$ cat src/rtl/isc_pkg.sv
package isc_pkg;

  localparam int NST   = 5;
  localparam int STW   = 3;
  localparam int CLS_W = 10;

  // class bit positions inside op_cls
  localparam int CB_SHORT = 0;  // execute, unconditional and bit-test branches
  localparam int CB_TXH   = 1;  // transfer on index high
  localparam int CB_STX   = 2;  // store index
  localparam int CB_DMT   = 3;  // decrement memory and test
  localparam int CB_MPY   = 4;
  localparam int CB_DVD   = 5;
  localparam int CB_TIMR  = 6;  // timer in / timer out
  localparam int CB_STQ   = 7;
  localparam int CB_LDQ   = 8;
  localparam int CB_GEN3  = 9;

  typedef enum logic [STW-1:0] {
    ST_FETCH = 3'd0,
    ST_INDEX = 3'd1,
    ST_EX3   = 3'd2,
    ST_EX4   = 3'd3,
    ST_EX5   = 3'd4
  } seq_st_e;

  typedef struct packed {
    logic to_index;    // fetch must pass through the index state
    logic done_fetch;  // instruction completes inside fetch
    logic done_index;  // instruction completes inside the index state
    logic use_ex3;     // execution needs state 3
    logic use_ex5;     // execution needs state 5
  } route_t;

  function automatic logic [CLS_W-1:0] bit_of(input int pos);
    logic [CLS_W-1:0] m;
    m = '0;
    m[pos] = 1'b1;
    return m;
  endfunction

endpackage

$ cat src/rtl/isc_route.sv
module isc_route
  import isc_pkg::*;
#(
  parameter int W = CLS_W,
  parameter logic [W-1:0] M_IDX  = bit_of(CB_TXH) | bit_of(CB_STX) | bit_of(CB_DMT),
  parameter logic [W-1:0] M_SHRT = bit_of(CB_SHORT),
  parameter logic [W-1:0] M_IDXD = bit_of(CB_SHORT) | bit_of(CB_TXH),
  parameter logic [W-1:0] M_EX3  = bit_of(CB_STX) | bit_of(CB_MPY) | bit_of(CB_DVD)
                                 | bit_of(CB_TIMR) | bit_of(CB_STQ),
  parameter logic [W-1:0] M_EX5  = bit_of(CB_MPY) | bit_of(CB_DVD) | bit_of(CB_TIMR)
                                 | bit_of(CB_STQ) | bit_of(CB_LDQ) | bit_of(CB_GEN3)
) (
  input  logic [W-1:0] cls,
  input  logic         idx,
  output route_t       rt
);

  logic [W-1:0] hit_idx, hit_shrt, hit_idxd, hit_ex3, hit_ex5;

  // per-class membership terms, one slice per class bit
  for (genvar i = 0; i < W; i++) begin : g_cls
    assign hit_idx[i]  = cls[i] & M_IDX[i];
    assign hit_shrt[i] = cls[i] & M_SHRT[i];
    assign hit_idxd[i] = cls[i] & M_IDXD[i];
    assign hit_ex3[i]  = cls[i] & M_EX3[i];
    assign hit_ex5[i]  = cls[i] & M_EX5[i];
  end

  always_comb begin
    rt.to_index   = idx | (|hit_idx);
    rt.done_fetch = |hit_shrt;
    rt.done_index = |hit_idxd;
    rt.use_ex3    = |hit_ex3;
    rt.use_ex5    = |hit_ex5;
  end

endmodule

$ cat src/rtl/isc_next.sv
module isc_next
  import isc_pkg::*;
(
  input  seq_st_e cur,
  input  route_t  rt,
  output seq_st_e nxt
);

  seq_st_e exec_entry;

  // first execution state once fetch and indexing are behind us
  always_comb begin
    exec_entry = rt.use_ex3 ? ST_EX3 : ST_EX4;
  end

  always_comb begin
    unique case (cur)
      ST_FETCH: begin
        if (rt.to_index)        nxt = ST_INDEX;
        else if (rt.done_fetch) nxt = ST_FETCH;
        else                    nxt = exec_entry;
      end
      ST_INDEX: begin
        if (rt.done_index) nxt = ST_FETCH;
        else               nxt = exec_entry;
      end
      ST_EX3:  nxt = ST_EX4;
      ST_EX4:  nxt = rt.use_ex5 ? ST_EX5 : ST_FETCH;
      ST_EX5:  nxt = ST_FETCH;
      default: nxt = ST_FETCH;  // unused codes recover to fetch
    endcase
  end

endmodule

$ cat src/rtl/isc_state_reg.sv
module isc_state_reg
  import isc_pkg::*;
#(
  parameter int N = NST
) (
  input  logic         clk,
  input  logic         rst,
  input  logic         step,
  input  seq_st_e      nxt,
  output seq_st_e      cur,
  output logic [N-1:0] st_oh,
  output logic         go
);

  logic [N-1:0] nxt_oh;

  for (genvar i = 0; i < N; i++) begin : g_dec
    assign nxt_oh[i] = (32'(nxt) == i);
  end

  always_ff @(posedge clk) begin
    if (rst) begin
      cur   <= ST_FETCH;
      st_oh <= N'(1);
      go    <= 1'b0;
    end else if (step) begin
      cur   <= nxt;
      st_oh <= nxt_oh;
      go    <= (nxt == ST_FETCH);
    end else begin
      go    <= 1'b0;
    end
  end

endmodule

$ cat src/rtl/instr_seq_ctl.sv
module instr_seq_ctl
  import isc_pkg::*;
#(
  parameter int CW = CLS_W,
  parameter int SN = NST
) (
  input  logic          clk,
  input  logic          rst,
  input  logic          step,
  input  logic [CW-1:0] op_cls,
  input  logic          idx_nz,
  output logic [SN-1:0] seq_st,
  output logic          fetch_go
);

  route_t  rt;
  seq_st_e cur, nxt;

  isc_route #(.W(CW)) u_route (
    .cls (op_cls),
    .idx (idx_nz),
    .rt  (rt)
  );

  isc_next u_next (
    .cur (cur),
    .rt  (rt),
    .nxt (nxt)
  );

  isc_state_reg #(.N(SN)) u_reg (
    .clk   (clk),
    .rst   (rst),
    .step  (step),
    .nxt   (nxt),
    .cur   (cur),
    .st_oh (seq_st),
    .go    (fetch_go)
  );

endmodule

$ cat config.mk
export PLATFORM = sky130hd
export DESIGN_NAME = instr_seq_ctl
export DESIGN_NICKNAME = d
export VERILOG_FILES = /design/src/rtl/isc_pkg.sv /design/src/rtl/isc_route.sv /design/src/rtl/isc_next.sv /design/src/rtl/isc_state_reg.sv /design/src/rtl/instr_seq_ctl.sv
export SDC_FILE = /design/constraint.sdc
export NUM_CORES = 1
export LEC_CHECK = 0
export ABC_AREA = 1
export BUFFER_PORTS_ARGS = -buffer_cell sky130_fd_sc_hd__buf_2
export CAP_MARGIN = 25
export CORE_AREA = 2 2 39 41
export DETAILED_ROUTE_END_ITERATION = 7
export DIE_AREA = 0 0 41 43
export PLACE_DENSITY = 0.69
export RECOVER_POWER = 100
export SLEW_MARGIN = 20
export SYNTH_ARGS = -nofsm -noshare
export SYNTH_HDL_FRONTEND = slang
export SYNTH_SLANG_ARGS = --single-unit
$ cat constraint.sdc
create_clock -name clk -period 2.44 [get_ports clk]
set_clock_uncertainty 0.1 [all_clocks]
set_input_delay 0.122 -clock clk [delete_from_list [all_inputs] [get_ports clk]]
set_output_delay 0.122 -clock clk [all_outputs]
set_load 0.03 [all_outputs]
==> impl_metrics.py, run 1 <==
metrics = {
    "global_routing": {
        "grt_max_degree": 10,
        "antenna_found_initial": 0,
        "grt_pass1_wl_um": 1642,
        "grt_usage": 0.1345,
        "first_global_vias": 441,
        "grt_overflow": 0,
    },
    "setup_path": {
        "crit_required_ps": 2490,
        "reg2reg_slack_ps": 1070,
        "path_max_fanout": 4,
        "reg2regPathDepth": 8,
        "critPathBufInv": 0,
        "start_kind": "flop",
        "worstPathCellList": "nor2_1, nand2_1, nor2_1, nand3_1, nand2_1, nor2_1, nand3b_1, nand2_1",
        "crit_path_top_delay_cell": "dfxtp_1",
        "reg2reg_to": "u_reg.st_oh[0]",
        "cpPeakStageDelay_ps": 330,
        "worst_setup_path_end_kind": "flop",
        "cp_top_family": "simple AND/OR/NAND/NOR gates",
        "crit_arrival_ps": 1420,
        "critPathKind": "reg -> reg",
        "rr_startpoint": "u_reg.cur[2]",
    },
    "detailed_routing": {
        "drt-met1-wl_um": 424,
        "top_layer": "met4",
        "vias_per_cell": 4.467,
        "antenna_left": 0,
        "wl_met2_um": 475,
        "vias": 469,
        "drt_iter0_markers": 6,
        "wl_um": 934,
        "drcViolationCount": 0,
        "route.met3.wl_um": 23,
        "drtPass1Iterations": 4,
        "post_drt_wl_per_cell_um": 8.895,
    },
    "synthesis": {
        "syn_nets": 81,
        "synthXorXnorAreaFrac": 0,
        "ys_ff_latch": 9,
        "yosys.area_share.simple": 0.3876,
        "yosys-mux-area-fraction": 0,
        "ys_seq_area_frac": 0.4045,
        "synth-async-reset-ratio": 0,
        "yosys-top-cells-area": "dfxtp_1 40%, nand2_1 13%, nor2_1 9.3%",
        "ys.flop_type": "dfxtp_1",
        "yosys-top-cells-count": "15 x nand2_1, 11 x nor2_1, 9 x dfxtp_1",
        "synth_area_per_cell_um2": 6.648,
        "synth_area_leader_cell": "dfxtp_1",
        "synth.distinct_cells": 19,
        "synth_cells": 67,
        "synth_most_common_cell": "nand2_1",
        "synthAdderAreaFrac": 0,
        "yosys_warnings": 0,
        "synth_compound_area_frac": 0.1404,
        "synth_edf_count": 0,
        "synth_top_cell_area_share": 0.4045,
        "synth_top_family_by_area": "simple AND/OR/NAND/NOR gates",
        "synthesis.area_um2": 445.4,
    },
    "sta": {
        "tns_ps": 0,
        "slew_headroom": 0.7547,
        "fin_crit_ps": 1367,
        "slew_viol_final": 0,
        "rsz0062_at_grt": "no",
        "fin_crit_sh": 0.5601,
        "clock.fmax_mhz": 731.7,
        "setup_viol": 0,
        "report.final.hold_viol_count": 0,
        "worst_pin_slew_ps": 369.5,
    },
    "clock_network": {
        "cts_resized": 0,
        "clk_pin_slew_ps": 60,
        "cts_hold_buffers": 0,
        "cts_tree": "built",
        "cts_max_level": 1,
        "cts_root_buffer": "clkbuf_4",
        "cts_setup_buffers": 0,
        "clock_latency_ps": 260,
        "cts.sinks": 9,
        "cts_buffers": 3,
        "clk_path_buf_depth": 2,
    },
    "min_path": {
        "min_from": "rst",
        "worstHoldPathType": "in -> reg",
        "hold_end": "u_reg.cur[2]",
        "holdPathStages": 2,
    },
    "power": {
        "p_leak_nw": 0.2683,
        "powerDensity_nw_per_um2": 592.4,
        "vdd_drop_max_mv": 0.2662,
    },
    "outcome": {
        "status": "complete, no violations",
    },
    "placement": {
        "port-buffer-count": 19,
        "dp_hpwl_um": 742.9,
        "place_congestion": 0.8469,
    },
    "floorplan": {
        "dieHeight_um": 43,
        "start_util": 0.3219,
        "die_x_um": 41,
        "rows": 14,
        "coreArea_um2": 1384,
        "dieArea_um2": 1763,
        "io_pins": 20,
    },
    "cells_and_area": {
        "drive_above_1_share": 0.2022,
        "fin_util": 0.4105,
        "diodes": 0,
        "nNetsFinal": 104,
        "areaGrowthSynthToFinish_pct": 27.53,
    },
    "flow_run": {
        "drv_cap": 0,
    },
}
==> state kept, by name, summed over array words and instances, names as in the netlist <==
register and flops:
u_reg.go 1, u_reg.cur 3, u_reg.st_oh 5
==> where the power goes <==
part / switching, mW / internal [mW]
sequential: 0.00477 / 0.155
combinational: 0.0385 / 0.0227
clock: 0.0525 / 0.0631
==> metrics by stage <==
step	hold WS, ps	cells	cell area (µm²)	power (mW)	setup slack [ps]
3_5_place_dp	298.7	101	556.8	0.2273	1170
2_1_floorplan	115.0	67	445.4	0.2049	1301
6_report	22.03	105	568.0	0.3365	1073
4_1_cts	26.72	105	583.1	0.3419	1159
3_3_place_gp	298.4	101	556.8	0.2268	1185
5_1_grt	43.95	105	568.0	0.3540	916.3
==> per-layer routing <==
metal | vias up | global-route usage
met5 | - | 0
met4 | 0 | 0.06667
met3 | 3 | 0.03141
met2 | 9 | 0.1969
met1 | 199 | 0.1776
li1 | 258 | -
==> layout by cell type (no fill, tap or decap), types with 2 or more instances in the layout <==
master / synthesis / routed
nand3_1: 3 / 3
a21oi_1: 8 / 8
clkbuf_4: 0 / 3
inv_1: 6 / 6
o21ai_0: 2 / 2
nor2_1: 11 / 13
clkbuf_1: 0 / 7
buf_2: 0 / 13
nand2_1: 15 / 16
dfxtp_1: 9 / 9
==> worst max path at each step <==
| stage | from | to | slack [ps] | cells past startpoint |
|---|---|---|---|---|
| 2_1_floorplan | u_reg.cur[2] | u_reg.st_oh[0] | 1300 | 8 |
| 3_3_place_gp | u_reg.cur[2] | u_reg.st_oh[0] | 1190 | 8 |
| 3_5_place_dp | u_reg.cur[2] | u_reg.st_oh[0] | 1170 | 8 |
| 4_1_cts | u_reg.cur[2] | u_reg.st_oh[0] | 1160 | 8 |
| 5_1_grt | u_reg.cur[2] | u_reg.st_oh[0] | 920 | 8 |
| 6_report | u_reg.cur[2] | u_reg.st_oh[0] | 1070 | 8 |
==> final cells by class <==
| cell class | count | area [µm²] |
|---|---|---|
| Clock buffer | 4 | 26.28 |
| Tap cell | 16 | 20.02 |
| Timing Repair Buffer | 19 | 87.58 |
| Sequential cell | 9 | 180.2 |
| Inverter | 7 | 26.28 |
| Fill cell | 157 | 815.8 |
| Multi-Input combinational cell | 50 | 227.7 |
==> cell families (layout without fill, tap and decap cells) <==
| logic type | Yosys count | after routing |
|---|---|---|
| compound gates | 12 | 12 |
| flops | 9 | 9 |
| buf+inv | 8 | 30 |
| simple gates | 38 | 38 |
Power figures use the tool's default switching activity.
==> inputs of run 2 (changes only) <==
Clock period 2.44 ns to 1.3 ns, I/O delays scaled along.
==> impl_metrics.py, run 2 (synthesis results as in run 1) <==
metrics = {
    "outcome": {
        "status": "complete, no violations",
    },
    "floorplan": {
        "die_x_um": 41,
        "coreArea_um2": 1384,
        "io_pins": 20,
        "rows": 14,
        "dieArea_um2": 1763,
        "dieHeight_um": 43,
        "start_util": 0.3219,
    },
    "cells_and_area": {
        "stdcell_area_um2": 624.3,
        "layout.area.seq_um2": 185.2,
        "largest_register_ffs": 5,
        "areaGrowthSynthToFinish_pct": 40.17,
        "n_fill_cell": 147,
        "reg.largest.list": "u_reg.st_oh: 5 flops, u_reg.cur: 3 flops, u_reg.go: 1 flops",
        "diodes": 0,
        "top_register": "u_reg.st_oh",
        "multi_input_area_um2": 255.2,
        "layout_common_cells": "14 x nand2_1, 13 x buf_2, 10 x nor2_1, 8 x a21oi_1",
        "fin_util": 0.4512,
        "final_cells": 107,
        "final_common_cell": "nand2_1",
        "nNetsFinal": 106,
        "drive_above_1_share": 0.3077,
    },
    "clock_network": {
        "clock_latency_ps": 260,
        "cts.sinks": 9,
        "cts_tree": "built",
        "cts_setup_buffers": 0,
        "cts_max_level": 1,
        "clk_path_buf_depth": 2,
        "clk_pin_slew_ps": 60,
        "cts_root_buffer": "clkbuf_4",
        "cts_buffers": 3,
    },
    "placement": {
        "dp_hpwl_um": 742.9,
        "place_congestion": 0.8469,
        "dpl_cell_area_um2": 556.8,
        "dp_cells": 101,
        "port-buffer-count": 19,
    },
    "sta": {
        "fin_crit_ps": 1249,
        "setup_viol": 0,
        "clock.fmax_mhz": 800.8,
        "slew_viol_final": 0,
        "report.final.hold_viol_count": 0,
        "tns_ps": 0,
        "worst_pin_slew_ps": 369.5,
        "fin_hold_ws_ps": 141.4,
        "rsz0062_at_grt": "yes",
        "fin_crit_sh": 0.9606,
        "slew_headroom": 0.7547,
    },
    "global_routing": {
        "grt_pass1_wl_um": 1662,
        "grt_max_degree": 10,
        "grt_overflow": 0,
        "first_global_vias": 448,
        "antenna_found_initial": 0,
        "grt_usage": 0.1365,
    },
    "detailed_routing": {
        "drcViolationCount": 0,
        "vias_per_cell": 4.477,
        "antenna_left": 0,
        "wl_um": 964,
        "post_drt_wl_per_cell_um": 9.009,
        "drt_iter0_markers": 8,
        "drtPass1Iterations": 4,
        "vias": 479,
    },
    "power": {
        "powerDensity_nw_per_um2": 1043,
        "p_leak_nw": 0.2791,
        "vdd_drop_max_mv": 0.5065,
    },
    "setup_path": {
        "critPathKind": "reg -> reg",
        "worst_setup_path_end_kind": "flop",
        "start_kind": "flop",
        "crit_arrival_ps": 1300,
        "path_max_fanout": 4,
        "reg2reg_slack_ps": 50,
        "crit_required_ps": 1360,
    },
    "min_path": {
        "worstHoldPathType": "in -> reg",
    },
    "flow_run": {
        "drv_cap": 0,
    },
}
## run 2: cell count changes in the layout (fill, tap and decap cells not counted), moves of 2 or more
cell	previous run	this run
dfxtp_1	9	7
dlygate4sd3_1	0	2
nand2_1	16	14
nand2_2	0	2
nor2_1	13	10
nor2_4	0	2
## run 2: what timing repair did
item / CTS / global route
hold endpoints to repair: 6 / 0
endpoints found under the setup margin: 0 / 5
hold buffers: 2 / 0
gates resized for setup: 0 / 10
## run 2: layer usage
layer,GRT usage,part of all wire
met5,0,0
met4,0.06667,0.013
met3,0.03141,0.026
met2,0.2031,0.52
met1,0.1776,0.44
## run 2: worst max-delay path, stage by stage, from the launching register on
cell and delay [ps]:
dfxtp_4 360, nor2_4 130, nand2_2 70, nor2_4 120, nand3_2 70, nand2_2 100
nor2_1 50, nand3b_1 100, nand2_1 50
## run 2: cell type report
cell class / instances / share of cell area
multi-input cells: 50 / 0.4088
clock buffers: 4 / 0.04208
flip-flops and latches: 9 / 0.2966
repair buffers: 21 / 0.1723
inverters: 7 / 0.04810
well taps: 16 / 0.03206
## run 2: worst paths after layout
path                   from        endpoint  cells after the start
max            u_reg.cur[0]  u_reg.st_oh[0]                      8
min                  idx_nz  u_reg.st_oh[2]                      6
max reg2reg    u_reg.cur[0]  u_reg.st_oh[0]                      8
min reg2reg  u_reg.st_oh[1]  u_reg.st_oh[1]                      2
## run 2: per-stage QoR
step | power (mW) | setup WS (ps)
2_1_floorplan | 0.3847 | 161.2
3_3_place_gp | 0.4257 | 45.29
3_5_place_dp | 0.4266 | 30.41
4_1_cts | 0.6462 | 19.01
5_1_grt | 0.6851 | -52.62
6_report | 0.6511 | 51.18
## run 2: report_power, final
group | total, mW | switching (mW) | internal [mW] | leakage (nW)
clock | 0.217 | 0.0988 | 0.118 | 0.0150
sequential | 0.302 | 0.0108 | 0.291 | 0.0750
combinational | 0.132 | 0.0798 | 0.0525 | 0.189
total | 0.651 | 0.189 | 0.462 | 0.279
